===== src/rtl/padrd_pkg.sv =====
package padrd_pkg;
  typedef enum logic [2:0] {
    SQ_IDLE,
    SQ_LATCH_HI,
    SQ_LATCH_LO,
    SQ_SAMPLE,
    SQ_CLK_HI,
    SQ_CLK_LO
  } seq_state_t;

  localparam int NUM_PORTS = 2;
  localparam int NUM_LINES = 2;
  localparam int NUM_LANES = NUM_PORTS * NUM_LINES;
endpackage


===== src/rtl/padrd_seq.sv =====
module padrd_seq
  import padrd_pkg::*;
#(
  parameter int HALF_CYC = 4,
  parameter int BITS     = 16
) (
  input  logic clk,
  input  logic rst,
  input  logic trigger,
  input  logic enable,
  output logic busy,
  output logic seq_latch,
  output logic seq_clk,
  output logic sample
);
  localparam int CNT_W = (HALF_CYC > 1) ? $clog2(HALF_CYC) : 1;
  localparam int BIT_W = (BITS > 1) ? $clog2(BITS) : 1;
  localparam logic [CNT_W-1:0] CNT_LAST = CNT_W'(HALF_CYC - 1);
  localparam logic [BIT_W-1:0] BIT_LAST = BIT_W'(BITS - 1);

  seq_state_t       st;
  logic [CNT_W-1:0] cnt;
  logic [BIT_W-1:0] bitn;
  logic             half_done;

  assign half_done = (cnt == CNT_LAST);

  always_ff @(posedge clk) begin
    if (rst) begin
      st   <= SQ_IDLE;
      cnt  <= '0;
      bitn <= '0;
    end else begin
      case (st)
        SQ_IDLE: begin
          cnt  <= '0;
          bitn <= '0;
          if (trigger && enable) st <= SQ_LATCH_HI;
        end
        SQ_LATCH_HI: begin
          cnt <= half_done ? '0 : cnt + 1'b1;
          if (half_done) st <= SQ_LATCH_LO;
        end
        SQ_LATCH_LO: begin
          cnt <= half_done ? '0 : cnt + 1'b1;
          if (half_done) st <= SQ_SAMPLE;
        end
        SQ_SAMPLE: st <= SQ_CLK_HI;
        SQ_CLK_HI: begin
          cnt <= half_done ? '0 : cnt + 1'b1;
          if (half_done) st <= SQ_CLK_LO;
        end
        SQ_CLK_LO: begin
          cnt <= half_done ? '0 : cnt + 1'b1;
          if (half_done) begin
            if (bitn == BIT_LAST) begin
              st <= SQ_IDLE;
            end else begin
              bitn <= bitn + 1'b1;
              st   <= SQ_SAMPLE;
            end
          end
        end
        default: st <= SQ_IDLE;
      endcase
    end
  end

  assign busy      = (st != SQ_IDLE);
  assign seq_latch = (st == SQ_LATCH_HI);
  assign seq_clk   = (st == SQ_CLK_HI);
  assign sample    = (st == SQ_SAMPLE);
endmodule


===== src/rtl/padrd_lane.sv =====
module padrd_lane #(
  parameter int BITS = 16
) (
  input  logic            clk,
  input  logic            rst,
  input  logic            shift_en,
  input  logic            pin_n,
  output logic [BITS-1:0] q
);
  always_ff @(posedge clk) begin
    if (rst)           q <= '0;
    else if (shift_en) q <= {q[BITS-2:0], ~pin_n};
  end
endmodule


===== src/rtl/padrd_manual.sv =====
module padrd_manual (
  input  logic       clk,
  input  logic       rst,
  input  logic       busy,
  input  logic       latch_wr,
  input  logic       latch_wbit,
  input  logic [1:0] ser_rd,
  input  logic [1:0] pad1_data_n,
  input  logic [1:0] pad2_data_n,
  output logic       man_latch,
  output logic [1:0] man_clk,
  output logic [7:0] ser1_rdata,
  output logic [7:0] ser2_rdata
);
  always_ff @(posedge clk) begin
    if (rst) begin
      man_latch  <= 1'b0;
      man_clk    <= '0;
      ser1_rdata <= '0;
      ser2_rdata <= '0;
    end else begin
      man_clk <= ser_rd & {2{~busy}};
      if (latch_wr && !busy) man_latch <= latch_wbit;
      if (ser_rd[0] && !busy) ser1_rdata <= {6'b000000, ~pad1_data_n};
      if (ser_rd[1] && !busy) ser2_rdata <= {3'b000, 3'b111, ~pad2_data_n};
    end
  end
endmodule


===== src/rtl/pad_autoread.sv =====
module pad_autoread
  import padrd_pkg::*;
#(
  parameter int HALF_CYC = 4,
  parameter int BITS     = 16
) (
  input  logic            clk,
  input  logic            rst,
  input  logic            vblank_start,
  input  logic            autoread_en,
  input  logic            latch_wr,
  input  logic            latch_wbit,
  input  logic [1:0]      ser_rd,
  input  logic [1:0]      pad1_data_n,
  input  logic [1:0]      pad2_data_n,
  output logic            pad_latch,
  output logic [1:0]      pad_clk,
  output logic            busy,
  output logic [BITS-1:0] res_p1_l1,
  output logic [BITS-1:0] res_p2_l1,
  output logic [BITS-1:0] res_p1_l2,
  output logic [BITS-1:0] res_p2_l2,
  output logic [7:0]      ser1_rdata,
  output logic [7:0]      ser2_rdata
);
  logic            seq_latch, seq_clk, sample;
  logic            man_latch;
  logic [1:0]      man_clk;
  logic [NUM_LANES-1:0] lane_pin_n;
  logic [BITS-1:0] lane_q [NUM_LANES];

  padrd_seq #(.HALF_CYC(HALF_CYC), .BITS(BITS)) u_seq (
    .clk(clk), .rst(rst), .trigger(vblank_start), .enable(autoread_en),
    .busy(busy), .seq_latch(seq_latch), .seq_clk(seq_clk), .sample(sample)
  );

  padrd_manual u_man (
    .clk(clk), .rst(rst), .busy(busy),
    .latch_wr(latch_wr), .latch_wbit(latch_wbit), .ser_rd(ser_rd),
    .pad1_data_n(pad1_data_n), .pad2_data_n(pad2_data_n),
    .man_latch(man_latch), .man_clk(man_clk),
    .ser1_rdata(ser1_rdata), .ser2_rdata(ser2_rdata)
  );

  // lane order fixes the result mapping: line 1 of both ports, then line 2
  assign lane_pin_n = {pad2_data_n[1], pad1_data_n[1], pad2_data_n[0], pad1_data_n[0]};

  for (genvar g = 0; g < NUM_LANES; g++) begin : g_lane
    padrd_lane #(.BITS(BITS)) u_lane (
      .clk(clk), .rst(rst), .shift_en(sample),
      .pin_n(lane_pin_n[g]), .q(lane_q[g])
    );
  end

  assign res_p1_l1 = lane_q[0];
  assign res_p2_l1 = lane_q[1];
  assign res_p1_l2 = lane_q[2];
  assign res_p2_l2 = lane_q[3];

  always_ff @(posedge clk) begin
    if (rst) begin
      pad_latch <= 1'b0;
      pad_clk   <= '0;
    end else begin
      pad_latch <= busy ? seq_latch : man_latch;
      pad_clk   <= busy ? {2{seq_clk}} : man_clk;
    end
  end
endmodule


===== config.mk =====
export PLATFORM = sky130hd
export DESIGN_NAME = pad_autoread
export DESIGN_NICKNAME = d
export VERILOG_FILES = /design/src/rtl/padrd_pkg.sv /design/src/rtl/padrd_seq.sv /design/src/rtl/padrd_lane.sv /design/src/rtl/padrd_manual.sv /design/src/rtl/pad_autoread.sv
export SDC_FILE = /design/constraint.sdc
export NUM_CORES = 1
export LEC_CHECK = 0
export BUFFER_PORTS_ARGS = -buffer_cell sky130_fd_sc_hd__buf_2
export CAP_MARGIN = 0
export CORE_MARGIN = 2
export CORE_UTILIZATION = 42
export CTS_BUF_LIST = sky130_fd_sc_hd__clkbuf_8
export DETAILED_ROUTE_END_ITERATION = 7
export PLACE_DENSITY = 0.67
export SLEW_MARGIN = 20
export SYNTH_ARGS = -nofsm -noshare
export SYNTH_HDL_FRONTEND = slang
export SYNTH_SLANG_ARGS = --single-unit

===== constraint.sdc =====
create_clock -name clk -period 2.5 [get_ports clk]
set_input_delay 0.5 -clock clk [delete_from_list [all_inputs] [get_ports clk]]
set_output_delay 0.5 -clock clk [all_outputs]
set_load 0.05 [all_outputs]

After elaboration in Yosys (flattened, before gate mapping)
Cells that the tools add are included.
W data, S select, Z words.
Word-level totals
  input port bits: 12
  register bits after elaboration: 84
  output and inout port bits: 84
  logic and storage cells: 62
Operators by class
  bitwise logic cells: 8
  muxes and demuxes: 14
  reductions and logical operators: 12
  add/subtract/negate cells: 2
  equality and inequality tests: 13
Operators by type and width (count)
  $pmux W3 S6: 1
  $mux W3: 5
  $ne A2 B1 Y1 const B: 5
  $mux W4: 2
  $pmux W4 S2: 1
  $eq A3 B2 Y1 const B: 2
  $eq A3 B3 Y1 const B: 2
  $mux W2: 3
  $not A1 Y1: 5
  $reduce_and A5 Y1: 1
  $add A4 B1 Y4 const B: 1
  $eq A4 B4 Y1 const B: 1
  $logic_and A1 B1 Y1: 4
  $not A2 Y2: 2
  $pmux W2 S2: 1
  $reduce_bool A2 Y1: 2
  $reduce_or A4 Y1: 1
  $eq A3 B1 Y1 const B: 1
  $logic_not A3 Y1: 1
  $reduce_and A3 Y1: 1
  $reduce_bool A3 Y1: 1
  $add A2 B1 Y2 const B: 1
  $and A2 B2 Y2: 1
  $eq A2 B2 Y1 const B: 1
  3 further kinds: 3

Longest topological paths before layout
  depth in word-level cells: 4
  gate-level depth with buffers: 7
  gate-level depth less buffers: 4

Cells and area by module
Synthesis repeated with hierarchy kept, for this count alone.
Unflattened totals
  cells, all modules: 326
  area total of the unflattened synthesis: 3445.8 µm²
By module, submodules not included
  padrd_lane: sequential area each 320.3 µm², cells an instance 52, area each 584.3 µm², instances 4
  padrd_seq: sequential area each 180.2 µm², cells an instance 65, area each 593.1 µm², instances 1
  padrd_manual: sequential area each 160.2 µm², cells an instance 43, area each 415.4 µm², instances 1
  pad_autoread: sequential area each 60.1 µm², cells an instance 10, area each 100.1 µm², instances 1

Worst setup path after synthesis
Ideal clock, no wire load.
  kind: reg-to-output
  start point: register, netlist name u_man.ser2_rdata[2]
  end point: output port ser2_rdata[3]
  buffers on the path: 1
  stages on the path, launching flop included: 2
  arrival time: 0.933 ns
  required time: 2.000 ns
  path slack: 1.067 ns
  path through: dfxtp_1 > buf_4
RTL lines
  end, declared: RTL line pad_autoread.sv:24  | output logic [7:0] ser2_rdata
No word-level cell between the ends.

Final worst setup path
  start point: register u_seq.st[2]
  end point: output port busy
On the way
  word-level cells in the longest chain between the ends: 1
Ends and longest elaborated chain
  start, declared: RTL line padrd_seq.sv:21  | seq_state_t st;
  start signal, assigned: RTL line padrd_seq.sv:30  | st <= SQ_IDLE;
  start signal, assigned: RTL line padrd_seq.sv:38  | if (trigger && enable) st <= SQ_LATCH_HI;
  start signal, assigned: RTL line padrd_seq.sv:42  | if (half_done) st <= SQ_LATCH_LO;
  $reduce_bool A3 Y1: RTL line padrd_seq.sv:69  | assign busy = (st != SQ_IDLE);
  end, declared: RTL line pad_autoread.sv:18  | output logic busy,
No other way between the ends.

==> run_results.csv <==
group,metric,value,unit
logic_synthesis,synth_cell_types,37,
logic_synthesis,synthArstFlopShare,0,
logic_synthesis,yosys_warnings,0,
detailed_routing,drt-initial-drc-count,76,
power,swShare,0.248,
status,outcome,"finished clean",
cts,cts.repair.resized,0,
logic_synthesis,synth.avg_cell_area,8.29,µm²
timing,finalWorstSetupSlack,309,ps
timing,fin_tns_setup,0,ps
finish,drive_above_1_share,0.247,
logic_synthesis,syn_area,3220,µm²
finish,antenna_cells,0,
floorplanning,die-area,8390,µm²
worst_setup_path,cp_max_fo,15,
finish,final_cell_count_no_fill,565,
cts,cts_tree,"built",
finish,area_growth,19.2,%
worst_setup_path,worstPathCellList,"nor3_4 -> inv_2 -> buf_2",
worst_setup_path,path_class,"flop to primary output",
logic_synthesis,synth_edf_count,0,
detailed_routing,num_vias,2821,
global_routing,grt_start_max_net_pins,53,
timing,finalHoldViolCount,0,
worst_setup_path,critPathRequiredTime,2000,ps
logic_synthesis,synth_flop_cell,"dfxtp_1",
floorplanning,fp.coreArea,7330,µm²
finish,fillCellCount,706,
global_routing,antenna_found_initial,0,
timing,slew_viol_final,0,
placed_design,place_area,3630,µm²
worst_setup_path,max_stage_delay,510,ps
timing,period_needed,2190,ps
global_routing,track_usage,0.170,
timing,setup_viol,0,
logic_synthesis,seq_area_frac_synth,0.522,
cts,path_clk_slew,80,ps
floorplanning,io_pins,96,
worst_setup_path,endpoint_kind,"primary output",
logic_synthesis,yosysTopAreaCellShare,0.522,
worst_setup_path,slowest_stage,"dfxtp_1",
placed_design,gp_congestion,0.785,
detailed_routing,wl_per_cell,12.5,µm
power,internal-power,1910,µW
power,p_comb_frac,0.068,
logic_synthesis,synthTopCellsByArea,"dfxtp_1 52%, nand2_1 15%, a21oi_1 10%, buf_4 3.3%, buf_2 2.0%",
worst_setup_path,startpoint_type,"flop",
cts,cts.sink_count,84,
logic_synthesis,ys_ff_latch,84,
floorplanning,die_h,91.6,µm
detailed_routing,route.detailed.drc,0,
timing,max_freq,0.457,GHz
worst_setup_path,crit_arrival,1690,ps
placed_design,dp.cells,549,
detailed_routing,first_pass_iters,4,
timing,worst_pin_slew,666,ps
floorplanning,row_count,31,
global_routing,grt_overflow_total,0,
power,switchingPower,628,µW
floorplanning,die_x,91.6,µm
timing,skew,5.91,ps
power,p_leak,0.00158,µW
power,p_clk_frac,0.393,
detailed_routing,antenna_violating_nets_post_route,0,
logic_synthesis,yosysTopAreaCell,"dfxtp_1",
cts,clk_root_buffer_cell,"clkbuf_8",
cts,ctsHoldBuffers,0,
global_routing,grt_pass1_wl,11.6,mm
placed_design,port_buffers,86,
timing,max_slew_margin,0.555,
cts,worstSkewPairLatency,350,ps
detailed_routing,viasPerCell,4.99,
worst_setup_path,r2r_slack,540,ps
flow_run,cap_viol_max_count,0,
worst_hold_path,hp-class,"input pin to flop",
timing,fin_crit_sh,0.876,
global_routing,grt_pass1_vias,2486,
cts,postCtsSetupBuffers,0,
power,ir_drop,0.296,mV
finish,final_net_count,475,
finish,stdcell_area,3840,µm²
power,power.density,659,nW/µm²
logic_synthesis,syn_inst,389,
floorplanning,initial_utilization,0.440,
power,seq_power_share,0.539,
cts,clock_path_buffers,2,
cts,htreeDepth,3,
cts,numCtsBuffers,9,
placed_design,dp_hpwl,4.82,mm
placed_design,dpl_worst_slack,587,ps
timing,rsz0062_at_grt,"no",
detailed_routing,routed_wl,7.06,mm
## logic make-up after synthesis
logic type | count (synthesis) | share of synthesized area
buffers and inverters | 43 | 0.0761
muxes | 3 | 0.00970
AOI/OAI and AO/OA | 91 | 0.160
DFF | 84 | 0.522
and+or+nand+nor | 165 | 0.224
other | 1 | 0.00116
adders and majority gates | 2 | 0.00776
## per-stage QoR
| stage | hold WS, ps | util | total power [µW] |
|---|---|---|---|
| finish | 353 | 0.524 | 2530 |
| global route | 347 | 0.524 | 2630 |
| CTS | 335 | 0.524 | 2560 |
| detailed placement | 434 | 0.496 | 1570 |
| global placement | 427 | 0.496 | 1570 |
| floorplan | 405 | - | 1550 |
## critical path, delay by kind of cell (launching register included)
family | cells | cell delay (ps)
and+or+nand+nor | 1 | 470
buffers and inverters | 2 | 350
DFF | 1 | 510
## power by group through the flow
stage / Combinational [µW] / Clock, µW / Sequential, µW
2_1_floorplan: 118 / 0 / 1430
3_3_place_gp: 173 / 0 / 1400
3_5_place_dp: 173 / 0 / 1400
4_1_cts: 174 / 1020 / 1370
5_1_grt: 184 / 1080 / 1370
6_report: 172 / 996 / 1370
## flip-flops by register name (all words and copies together) (netlist names), 2 cells and up
signal            count
u_man.ser2_rdata      3
u_man.ser1_rdata      2
pad_clk               2
u_seq.bitn            4
u_seq.cnt             2
u_man.man_clk         2
u_seq.st              3
g_lane.u_lane.q      64
## cell usage after synthesis, types with 2 or more instances
| cell type | instances |
|---|---|
| a211oi_1 | 6 |
| a21oi_1 | 67 |
| a311oi_1 | 3 |
| a32o_1 | 2 |
| and3_1 | 4 |
| and3b_1 | 2 |
| buf_2 | 13 |
| buf_4 | 14 |
| buf_6 | 2 |
| clkbuf_1 | 9 |
| dfxtp_1 | 84 |
| ha_1 | 2 |
| inv_1 | 4 |
| mux2i_1 | 2 |
| nand2_1 | 125 |
| nand2b_1 | 2 |
| nand3_1 | 6 |
| nor2_1 | 14 |
| nor4_1 | 2 |
| o21a_1 | 3 |
| o21ai_0 | 6 |
| or3_1 | 2 |
## cells in the final DEF, fill, tap and decap left out, drive strengths merged, types with 2 or more instances in the layout
| cell | n |
|---|---|
| a32o | 2 |
| o21a | 3 |
| a21oi | 68 |
| clkbuf | 11 |
| nand3 | 6 |
| a211oi | 6 |
| inv | 5 |
| ha | 2 |
| or3 | 2 |
| nand2 | 125 |
| nor4 | 3 |
| nor3 | 2 |
| a311oi | 3 |
| o21ai | 6 |
| and3b | 2 |
| nor2 | 14 |
| nand2b | 2 |
| buf | 91 |
| conb | 9 |
| dfxtp | 84 |
| and3 | 4 |
| nand3b | 2 |
| mux2i | 2 |
| clkinvlp | 4 |
## layout make-up
cell class | count | area [µm²] | share of cell area
Tap cell | 99 | 124 | 0.0322
Sequential cell | 84 | 1680 | 0.437
Clock buffer | 11 | 151 | 0.0394
Inverter | 5 | 18.8 | 0.00488
Multi-Input combinational cell | 270 | 1330 | 0.346
Clock inverter | 5 | 60.1 | 0.0156
Timing Repair Buffer | 91 | 480 | 0.125
## per-layer routing
| layer | routed length (µm) | part of all wire | vias to the layer above | track usage |
|---|---|---|---|---|
| li1 | - | - | 1413 | - |
| met1 | 3310 | 0.47 | 1318 | 0.218 |
| met2 | 3210 | 0.46 | 79 | 0.276 |
| met3 | 440 | 0.062 | 11 | 0.0419 |
| met4 | 93 | 0.013 | 0 | 0.0644 |
| met5 | 0 | 0 | - | 0 |
## final timing paths
kind                                                   from                            endpoint  cells past startpoint
worst max-delay path               u_seq.st[2]$_SDFFE_PP0P_                                busy                      3
worst min-delay path                         pad2_data_n[1]    u_man.ser2_rdata[1]$_SDFFE_PP0P_                      2
worst max register to register     u_seq.st[1]$_SDFFE_PP0P_  g_lane[3].u_lane.q[0]$_SDFFE_PP0P_                      4
worst min register to register  u_man.man_clk[1]$_SDFF_PP0_               pad_clk[1]$_SDFF_PP0_                      1
(Power assumes the default switching activity.)
